### src/rtl/urxb_pkg.sv
package urxb_pkg;

  localparam int unsigned LO_W   = 8;
  localparam int unsigned DATA_W = 9;

  localparam int unsigned HI_RXC  = 7;
  localparam int unsigned HI_OVF  = 6;
  localparam int unsigned HI_FERR = 2;
  localparam int unsigned HI_PERR = 1;
  localparam int unsigned HI_NINE = 0;

  typedef struct packed {
    logic            ferr;
    logic            perr;
    logic            nine;
    logic [LO_W-1:0] lo;
  } rx_frame_t;

  function automatic logic [7:0] pack_hi(input logic rxc, input logic ovf,
                                         input rx_frame_t f);
    logic [7:0] v;
    v          = '0;
    v[HI_RXC]  = rxc;
    v[HI_OVF]  = ovf;
    v[HI_FERR] = f.ferr;
    v[HI_PERR] = f.perr;
    v[HI_NINE] = f.nine;
    return v;
  endfunction

endpackage

### src/rtl/urxb_rst_sync.sv
module urxb_rst_sync #(
  parameter int unsigned STAGES = 2
) (
  input  logic clk,
  input  logic rst_n,
  output logic rst_n_sync
);
  logic [STAGES-1:0] chain_q;

  always_ff @(posedge clk or negedge rst_n) begin
    if (!rst_n) chain_q <= '0;
    else        chain_q <= {chain_q[STAGES-2:0], 1'b1};
  end

  assign rst_n_sync = chain_q[STAGES-1];
endmodule

### src/rtl/urxb_capture.sv
module urxb_capture
  import urxb_pkg::*;
(
  input  logic [DATA_W-1:0] frm_data,
  input  logic              frm_stop_ok,
  input  logic              frm_par_bad,
  input  logic              frm_is_pid,
  input  logic              par_en,
  input  logic              lin_mode,
  output rx_frame_t         frame
);
  always_comb begin
    frame.lo   = frm_data[LO_W-1:0];
    frame.ferr = ~frm_stop_ok;
    frame.perr = par_en & frm_par_bad;
    frame.nine = lin_mode ? ~frm_is_pid
                          : frm_data[DATA_W-1];
  end
endmodule

### src/rtl/urxb_hold.sv
module urxb_hold
  import urxb_pkg::*;
(
  input  logic      clk,
  input  logic      rst_n,
  input  logic      in_v,
  input  rx_frame_t in_frame,
  input  logic      room,
  output logic      push,
  output rx_frame_t push_frame,
  output logic      hold_v
);
  logic      hv_q, hv_d;
  rx_frame_t hf_q, hf_d;
  logic      hf_en;
  logic      cand_v;

  assign cand_v     = hv_q | in_v;
  assign push       = cand_v & room;
  assign push_frame = hv_q ? hf_q : in_frame;
  assign hold_v     = hv_q;

  always_comb begin
    hv_d  = hv_q;
    hf_en = 1'b0;
    if (hv_q) begin
      if (push) begin
        hv_d  = in_v;
        hf_en = in_v;
      end
      // else: holding frame stays, any new strobe is dropped
    end else if (in_v && !push) begin
      hv_d  = 1'b1;
      hf_en = 1'b1;
    end
  end

  assign hf_d = in_frame;

  always_ff @(posedge clk or negedge rst_n) begin
    if (!rst_n) begin
      hv_q <= 1'b0;
      hf_q <= '0;
    end else begin
      hv_q <= hv_d;
      if (hf_en) hf_q <= hf_d;
    end
  end

  assert_hold_kept_R11: assert property (@(posedge clk) disable iff (!rst_n)
    (hv_q && !push) |=> (hv_q && $stable(hf_q)));

endmodule

### src/rtl/urxb_fifo.sv
module urxb_fifo
  import urxb_pkg::*;
#(
  parameter int unsigned DEPTH = 2
) (
  input  logic                      clk,
  input  logic                      rst_n,
  input  logic                      push,
  input  logic                      pop,
  input  rx_frame_t                 wr_frame,
  output rx_frame_t                 head,
  output logic [$clog2(DEPTH+1)-1:0] cnt,
  output logic                      full,
  output logic                      nonempty
);
  localparam int unsigned PTR_W = (DEPTH > 1) ? $clog2(DEPTH) : 1;
  localparam int unsigned CNT_W = $clog2(DEPTH + 1);

  rx_frame_t         slot_q [DEPTH];
  logic [PTR_W-1:0]  wr_q, wr_d, rd_q, rd_d;
  logic [CNT_W-1:0]  cnt_q, cnt_d;

  function automatic logic [PTR_W-1:0] bump(input logic [PTR_W-1:0] p);
    return (p == PTR_W'(DEPTH - 1)) ? '0 : p + 1'b1;
  endfunction

  always_comb begin
    wr_d  = push ? bump(wr_q) : wr_q;
    rd_d  = pop  ? bump(rd_q) : rd_q;
    cnt_d = cnt_q;
    if (push && !pop) cnt_d = cnt_q + 1'b1;
    if (pop && !push) cnt_d = cnt_q - 1'b1;
  end

  always_ff @(posedge clk or negedge rst_n) begin
    if (!rst_n) begin
      wr_q  <= '0;
      rd_q  <= '0;
      cnt_q <= '0;
    end else begin
      wr_q  <= wr_d;
      rd_q  <= rd_d;
      cnt_q <= cnt_d;
    end
  end

  for (genvar i = 0; i < DEPTH; i++) begin : g_slot
    logic we;
    assign we = push && (wr_q == PTR_W'(i));
    always_ff @(posedge clk or negedge rst_n) begin
      if (!rst_n)  slot_q[i] <= '0;
      else if (we) slot_q[i] <= wr_frame;
    end
  end

  assign head     = slot_q[rd_q];
  assign cnt      = cnt_q;
  assign full     = (cnt_q == CNT_W'(DEPTH));
  assign nonempty = (cnt_q != '0);

  assert_full_push_needs_pop_R10: assert property (@(posedge clk) disable iff (!rst_n)
    (full && push) |-> pop);

  assert_pop_only_nonempty_R3: assert property (@(posedge clk) disable iff (!rst_n)
    pop |-> nonempty);

  assert_count_bound_R2: assert property (@(posedge clk) disable iff (!rst_n)
    cnt_q <= CNT_W'(DEPTH));

endmodule

### src/rtl/urxb_readout.sv
module urxb_readout
  import urxb_pkg::*;
(
  input  logic       clk,
  input  logic       rst_n,
  input  logic       nine_lo_first,
  input  logic       rd_lo,
  input  logic       rd_hi,
  input  logic       start_det,
  input  logic       full,
  input  logic       nonempty,
  input  logic       hold_v,
  input  rx_frame_t  head,
  output logic       pop,
  output logic [7:0] lo_byte,
  output logic [7:0] hi_byte
);
  logic      ovf_q, ovf_d;
  logic      sel_rd;
  logic      ovf_evt;
  rx_frame_t shown;

  assign sel_rd  = nine_lo_first ? rd_hi : rd_lo;
  assign pop     = sel_rd & nonempty;
  assign ovf_evt = start_det & full & hold_v & ~pop;

  always_comb begin
    ovf_d = ovf_q;
    if (ovf_evt)  ovf_d = 1'b1;
    else if (pop) ovf_d = 1'b0;
  end

  always_ff @(posedge clk or negedge rst_n) begin
    if (!rst_n) ovf_q <= 1'b0;
    else        ovf_q <= ovf_d;
  end

  assign shown   = nonempty ? head : '0;
  assign lo_byte = shown.lo;
  assign hi_byte = pack_hi(nonempty, ovf_q, shown);

  assert_ovf_cause_R6: assert property (@(posedge clk) disable iff (!rst_n)
    $rose(ovf_q) |-> $past(start_det && full && hold_v));

  assert_ovf_cleared_by_pop_R6: assert property (@(posedge clk) disable iff (!rst_n)
    pop |=> !ovf_q);

endmodule

### src/rtl/urx_frame_buffer.sv
module urx_frame_buffer
  import urxb_pkg::*;
#(
  parameter int unsigned DEPTH = 2
) (
  input  logic        clk,
  input  logic        rst_n,
  input  logic        nine_lo_first,
  input  logic        lin_mode,
  input  logic        par_en,
  input  logic        frm_valid,
  input  logic [8:0]  frm_data,
  input  logic        frm_stop_ok,
  input  logic        frm_par_bad,
  input  logic        frm_is_pid,
  input  logic        start_det,
  input  logic        rd_lo,
  input  logic        rd_hi,
  output logic [7:0]  rd_lo_data,
  output logic [7:0]  rd_hi_data
);
  localparam int unsigned CNT_W = $clog2(DEPTH + 1);

  logic             rst_n_s;
  rx_frame_t        cap_frame, push_frame, head;
  logic             push, pop, hold_v, full, nonempty, room;
  logic [CNT_W-1:0] cnt;

  urxb_rst_sync #(.STAGES(2)) u_rst (
    .clk(clk), .rst_n(rst_n), .rst_n_sync(rst_n_s)
  );

  urxb_capture u_cap (
    .frm_data(frm_data), .frm_stop_ok(frm_stop_ok), .frm_par_bad(frm_par_bad),
    .frm_is_pid(frm_is_pid), .par_en(par_en), .lin_mode(lin_mode),
    .frame(cap_frame)
  );

  assign room = ~full | pop;   // a pop frees the entry in the same cycle

  urxb_hold u_hold (
    .clk(clk), .rst_n(rst_n_s), .in_v(frm_valid), .in_frame(cap_frame),
    .room(room), .push(push), .push_frame(push_frame), .hold_v(hold_v)
  );

  urxb_fifo #(.DEPTH(DEPTH)) u_fifo (
    .clk(clk), .rst_n(rst_n_s), .push(push), .pop(pop), .wr_frame(push_frame),
    .head(head), .cnt(cnt), .full(full), .nonempty(nonempty)
  );

  urxb_readout u_rd (
    .clk(clk), .rst_n(rst_n_s), .nine_lo_first(nine_lo_first),
    .rd_lo(rd_lo), .rd_hi(rd_hi), .start_det(start_det), .full(full),
    .nonempty(nonempty), .hold_v(hold_v), .head(head), .pop(pop),
    .lo_byte(rd_lo_data), .hi_byte(rd_hi_data)
  );

  assert_rxc_after_push_R5: assert property (@(posedge clk) disable iff (!rst_n_s)
    push |=> rd_hi_data[HI_RXC]);

  assert_nonpop_keeps_head_R3: assert property (@(posedge clk) disable iff (!rst_n_s)
    (nonempty && !pop) |=> $stable(rd_lo_data));

  assert_count_tracks_R10: assert property (@(posedge clk) disable iff (!rst_n_s)
    (push && pop) |=> $stable(cnt));

endmodule

### config.mk
export PLATFORM = sky130hd
export DESIGN_NAME = urx_frame_buffer
export DESIGN_NICKNAME = d
export VERILOG_FILES = /design/src/rtl/urxb_pkg.sv /design/src/rtl/urxb_rst_sync.sv /design/src/rtl/urxb_capture.sv /design/src/rtl/urxb_hold.sv /design/src/rtl/urxb_fifo.sv /design/src/rtl/urxb_readout.sv /design/src/rtl/urx_frame_buffer.sv
export SDC_FILE = /design/constraint.sdc
export NUM_CORES = 1
export LEC_CHECK = 0
export BUFFER_PORTS_ARGS = -buffer_cell sky130_fd_sc_hd__buf_4
export CAP_MARGIN = 20
export CORE_MARGIN = 4
export CORE_UTILIZATION = 55
export CTS_BUF_LIST = sky130_fd_sc_hd__clkbuf_4
export DETAILED_ROUTE_END_ITERATION = 7
export PLACE_DENSITY = 0.86
export SETUP_SLACK_MARGIN = 0.02
export SYNTH_ARGS = -nofsm -noshare
export SYNTH_HDL_FRONTEND = slang
export SYNTH_SLANG_ARGS = --single-unit
### constraint.sdc
create_clock -name clk -period 2.14 [get_ports clk]
set_clock_uncertainty 0.05 [all_clocks]
set_input_delay 0.428 -clock clk [delete_from_list [all_inputs] [get_ports clk]]
set_output_delay 0.428 -clock clk [all_outputs]
set_load 0.005 [all_outputs]
==> metrics.txt, run 1 <==
NumNets Final 243; Core ar. 3420 µm²; Setup TNS Final 0 ns; Hold Crit Class in -> reg; P&R area growth vs syn 18.5%; Cells after DPL 260; fraction of layout cells with a size suffix above 1 30.9%; Antenna Diode Count 0; Post-Route WL 3790 µm; fin. max-slew vios 0; RSZ-0062 raised after global routing false; Global Route Usage Sum 18.1%; Netlist cell types 30; Min Hold Slack 0.199 ns; power density over cell area 1380 nW/µm²; ys flop type dfrtp_1; Rows 21; synth cell count leaders dfrtp_1 (41), nor2_1 (39), a21oi_1 (28), mux2i_1 (22), mux2_4 (10); final setup margin 0.161 ns; Setup Viol. Count Final 0; Leak 1.11 nW; Worst IR Drop VDD 0.000667 V; CTS tree yes; initial core utilization 58.1%; Clock transition at path regs 0.12 ns; # IOs 37; Synth area leaders dfrtp_1 (52%), mux2i_1 (11%), mux2_4 (7.6%); CP Launch Type flip-flop; Yosys top cell area share 51.7%; Via-to-Cell Ratio 5.33; flop and latch count out of synthesis 41; Inserted Clock Buffers 5; status finished clean; Critical Path End Type flip-flop; final hold vios 0; H-Tree Depth 2; gpl congestion 0.843; Hold Crit Start frm_stop_ok; ys async rst share 100%; share of the yosys chip area belonging to registers 51.7%; post-route insts no fill 269; die height 68.0 µm; Die X 68.0 µm; first-pass GRT wire length 6160 µm; initial antenna violation count 0; clock insertion delay at the later pin of the skew report 0.35 ns; Yosys Warn Count 0; hold path depth 2; Sink Count 41; Slew HR 47.5%; fmax 505 MHz; DP Worst Slack 0.0809 ns; Worst EP required 2.34 ns; vias in the first global route 1,320; Post-Syn Area 1980 µm²; largest net degree at the start of global routing 40; die area 4630 µm²; port bufs 33; CTS Buffer Depth 2; HPWL Detailed 2740 µm; count leader, synth dfrtp_1; mean post-synth cell area 10.8 µm²; DR DRC count 0; clock period minus worst slack 1.98 ns; Worst Path Max Fanout 11; Synth area leader dfrtp_1; routed len/inst 14.1 µm; Filler cells 263; Reg2Reg Setup Slack 0.16 ns; synthesized instance count 183; via count 1,435; Worst R2R Path Depth 4; critical path class reg -> reg; Post-synth EDFFs 0; grt total ovfl 0; drt pass-1 iters 4; root buffer cell clkbuf_4; Reg2Reg Launch Point u_fifo.cnt[0]; Critical R2R Capture u_hold.hf_q[7]; # Post-CTS Setup Buffers 0; total of max-cap violations 0; hold path endpoint u_hold.hf_q[10]; DRT antenna net count 0; critical path data arrival time 2.18 ns; final period utilization 92.5%; worst-margin pin slew 0.787 ns; Iter 0 DRT Violations 65
-- power by group --
| part | internal, W | leakage (nW) | switching [W] |
|---|---|---|---|
| combinational | 0.000828 | 0.602 | 0.000689 |
| sequential | 0.00113 | 0.472 | 0.000232 |
| clock | 0.000124 | 0.0310 | 0.000247 |
-- cell type report --
cell class | count | area, µm² | area share, %
Tap cell | 46 | 57.6 | 2.45
Inverter | 2 | 7.51 | 0.319
Clock inverter | 3 | 17.5 | 0.745
Multi-Input combinational cell | 127 | 863 | 36.7
Sequential cell | 41 | 1030 | 43.7
Timing Repair Buffer | 45 | 340 | 14.5
Clock buffer | 5 | 37.5 | 1.60
-- cell usage in the layout, fill, tap and decap left out, types with 2 or more instances in the layout --
cell,Yosys,layout
mux2_4,10,10
clkbuf_4,0,5
nand2_1,2,2
a211oi_1,2,2
nor2_1,39,39
buf_4,6,44
a21oi_1,28,28
mux2i_1,22,22
clkinv_2,0,2
nand2b_1,2,2
inv_1,2,2
dfrtp_1,41,40
conb_1,2,4
o21ai_0,4,4
-- stage by stage --
step	instance area [µm²]	util (%)	total power, W
5_1_grt	2350	68.8	0.00351
3_5_place_dp	2280	66.9	0.00290
2_1_floorplan	1990	-	0.00232
6_report	2350	68.8	0.00325
3_3_place_gp	2280	66.9	0.00283
4_1_cts	2350	68.8	0.00328
-- repair_timing --
| item | in CTS | in global routing |
|---|---|---|
| endpoints found under the hold margin | 2 | 0 |
| resized for setup | 0 | 1 |
| hold buffers | 1 | 0 |
| setup endpoints to repair | 0 | 2 |
-- flip-flops by register name, indices dropped and copies added (netlist names) --
signal and count:
u_fifo.cnt 2, u_fifo.rd_q 1, u_fifo.slot_q 22, u_fifo.wr_q 1
u_hold.hf_q 11, u_hold.hold_v 1, u_rd.ovf_q 1, u_rst.chain_q 2
-- cell families (layout without fill, tap and decap cells) --
logic type      Yosys count  in the layout  synth area share (%)
xor+xnor                  1              1                 0.442
compound gates           38             38                  10.9
fa+ha+maj                 1              1                 0.505
mux                      34             34                  20.4
flops                    41             41                  51.7
simple gates             49             49                  10.5
buf+inv                  17             55                  5.11
other cells               2              4                 0.379
-- worst max path at each step --
stage | start | to | slack [ns] | depth (start not counted)
detailed placement | nine_lo_first | u_hold.hf_q[7] | 0.08 | 5
CTS | u_fifo.rd_q | rd_lo_data[1] | 0.09 | 4
global placement | nine_lo_first | u_hold.hf_q[7] | 0.11 | 5
global route | u_fifo.cnt[0] | rd_lo_data[5] | 0.06 | 5
finish | u_fifo.cnt[0] | u_hold.hf_q[7] | 0.16 | 4
floorplan | u_fifo.cnt[0] | rd_hi_data[7] | 0.47 | 5
-- layer usage --
metal,GRT usage (%),share of wire (%),vias to the layer above
li1,-,-,692
met1,24.2,44,694
met2,28.6,50,42
met3,3.78,4.9,7
met4,7.44,1.2,0
met5,0,0,-
-- worst max-delay path, cell delays in order, from the launching register on --
cell and delay, ns:
dfrtp_1 0.43, and2b_1 0.28, a21boi_2 0.08, o21ai_2 0.64, mux2_2 0.41
Power figures use the tool's default switching activity.
==> run 2, diff against run 1 <==
- ABC_AREA: default -> 1
==> metrics.txt, run 2 <==
Post-Syn Area 1960 µm² (-1.1%); Die X 67.7 µm (-0.50%); Setup TNS Final 0 ns (unchanged); Core ar. 3390 µm² (-0.77%); final core occ 67.6% (-1.3 points); drt pass-1 iters 4 (unchanged); Worst path slowest cell dfrtp_1; CTS Buffer Depth 2 (unchanged); Biggest register u_fifo.slot_q; fmax 517 MHz (+2.3%); combinational group share of total power 43.3% (-3.4 points); Synth Area in Compound Gates 10.2% (-0.70 points); DR DRC count 0 (unchanged); GR Util met1 27.0% (+2.8 points); H-Tree Depth 2 (unchanged); root buffer cell clkbuf_4; routed len/inst 12.7 µm (-9.7%); Setup Viol. Count Final 0 (unchanged); final hold vios 0 (unchanged); design area 2290 µm² (-2.6%); mean post-synth cell area 8.56 µm² (-21%); CP Launch Type flip-flop; Iter 0 DRT Violations 108 (+66%); flop and latch count out of synthesis 41 (unchanged); Inserted Clock Buffers 5 (unchanged); max FFs per register 22 (unchanged); die area 4580 µm² (-1.0%); Netlist cell types 25 (-17%); met2 usage 30.5% (+1.9 points); count leader, synth nand2_1; first-pass GRT wire length 6720 µm (+9.1%); Simple-Gate Fraction of Synth Area 25.8% (+15 points); share of the yosys chip area belonging to registers 52.3% (+0.59 points); grt met3 use 6.16% (+2.4 points); largest net degree at the start of global routing 40 (unchanged); Worst Path Max Fanout 12 (+1); critical path data arrival time 1.46 ns (-0.72 ns); fin. max-slew vios 0 (unchanged); Worst EP required 1.66 ns (-0.68 ns); cell area after placement 2200 µm² (-3.7%); status finished clean; Hold Crit Class reg -> async; via count 1,534 (+6.9%); port bufs 33 (unchanged); CTS tree yes; Antenna Diode Count 0 (unchanged); # IOs 37 (unchanged); die height 67.7 µm (-0.50%); Sink Count 41 (unchanged); ys async rst share 100% (unchanged); Sequential Power Share 41.4% (-0.5 points); fraction of layout cells with a size suffix above 1 20.7% (-10 points); Post-Route WL 3900 µm (+3.0%); Yosys top cell area share 52.3% (+0.59 points); RSZ-0062 raised after global routing false; Post-Synth XOR/XNOR Area 0.447% (+0.0051 points); HPWL Detailed 2800 µm (+2.1%); Most Crowded Layer GR met2; Clock transition at path regs 0.11 ns (about the same); Yosys Warn Count 0 (unchanged); power after layout 0.00319 W (-1.8%); critical path class reg -> out; Via-to-Cell Ratio 5.00 (-6.3%); commonest non-fill, non-tap cells in the layout nand2_1 (87), dfrtp_1 (41), buf_4 (37); power density over cell area 1390 nW/µm² (+0.87%); clock insertion delay at the later pin of the skew report 0.34 ns (about the same); Largest regs u_fifo.slot_q (22), u_hold.hf_q (11); Max stage delay on crit path 0.39 ns (-0.25 ns); Net Sw Power 0.00126 W (+7.6%); Synth area leaders dfrtp_1 (52%), nand2_1 (17%), o21ai_1 (5.1%); CP cell instances inv_1, nand2_1, a21oi_1, buf_4; Synth area leader dfrtp_1; ys flop type dfrtp_1; multiplexer share of the synthesized area 4.08% (-16 points); vias in the first global route 1,509 (+14%); commonest non-fill, non-tap cell in the layout nand2_1; largest family of logic cells by synthesized area simple AND/OR/NAND/NOR gates; Leak 1.15 nW (+3.6%); P&R area growth vs syn 16.8%; NumNets Final 281 (+16%); grt total ovfl 0 (unchanged); Critical Path End Type output pin; Clk pwr share 15.3% (+3.9 points); synth cell count leaders nand2_1 (87), dfrtp_1 (41), o21ai_1 (20), nand3_1 (13), a21oi_1 (12); adder-cell area share of the yosys netlist 0% (-0.50 points); total of max-cap violations 0 (unchanged); initial antenna violation count 0 (unchanged); clock period minus worst slack 1.93 ns (-0.0439 ns); gpl congestion 0.753 (-11%); DRT antenna net count 0 (unchanged); Worst IR Drop VDD 0.000691 V (+3.6%); switching share of power 39.3% (+3.4 points); Rows 21 (unchanged); post_cts resized 0 (unchanged); Global Route Usage Sum 19.8% (+1.7 points); internal power 0.00194 W (-7.0%); synthesized instance count 229 (+25%); Post-synth EDFFs 0 (unchanged); final period utilization 90.4% (-2.1 points); initial core utilization 57.8% (-0.21 points)
-- run 2: final cells by class --
cell class,instances,area (µm²)
Clock inverter,3,41.3
Clock buffer,5,37.5
Tap cell,46,57.6
Inverter,8,30.0
Fill cell,275,1100
Timing Repair Buffer,38,288
Multi-Input combinational cell,166,810
Sequential cell,41,1030
-- run 2: kinds of logic after synthesis --
group,count (synthesis)
other cells,2
flops,41
compound gates,39
simple gates,114
mux,8
xor+xnor,1
buf+inv,24
-- run 2: repair_timing --
item / in CTS / in global routing
buffers inserted: 0 / 0
hold buffers: 1 / 0
endpoints found under the hold margin: 2 / 0
-- run 2: power by group through the flow --
stage	Clock (W)	Sequential [W]	Combinational, W
floorplan	0	0.00130	0.000990
global placement	0	0.00132	0.00134
detailed placement	0	0.00133	0.00138
CTS	0.000501	0.00132	0.00139
global route	0.000544	0.00137	0.00157
finish	0.000490	0.00132	0.00138
-- run 2: per-stage QoR --
stage	setup slack [ns]	std cells	hold WS [ns]
global route	0.0926	307	0.237
finish	0.205	307	0.244
CTS	0.214	307	0.255
detailed placement	0.482	298	0.161
floorplan	0.714	231	0.0824
global placement	0.542	298	0.161
-- run 2: layer usage --
layer	part of all wire [%]	up-vias
met1	47	709
met2	48	30
li1	-	791
met4	1.1	0
met3	4.4	4
met5	0	-
-- run 2: worst paths after layout --
path | startpoint | slack (ns) | endpoint | cells past startpoint
worst max-delay path | u_fifo.rd_q | 0.21 | rd_hi_data[1] | 4
worst min-delay path | u_rst.chain_q[1] | 0.24 | u_hold.hf_q[8] | 1
worst max register to register | u_hold.hold_v | 0.56 | u_hold.hf_q[10] | 7
worst min register to register | u_rst.chain_q[1] | 0.24 | u_hold.hf_q[8] | 1
max in group asynchronous | u_rst.chain_q[1] | 1.46 | u_fifo.slot_q[19] | 1
min in group clk | frm_data[2] | 0.26 | u_hold.hf_q[2] | 3
-- run 2: worst max-delay path, delay by kind of cell (launching register included) --
kind	cells	cell delay (ns)
AOI/OAI and AO/OA	1	0.18
buffers and inverters	2	0.44
DFF	1	0.39
and+or+nand+nor	1	0.10
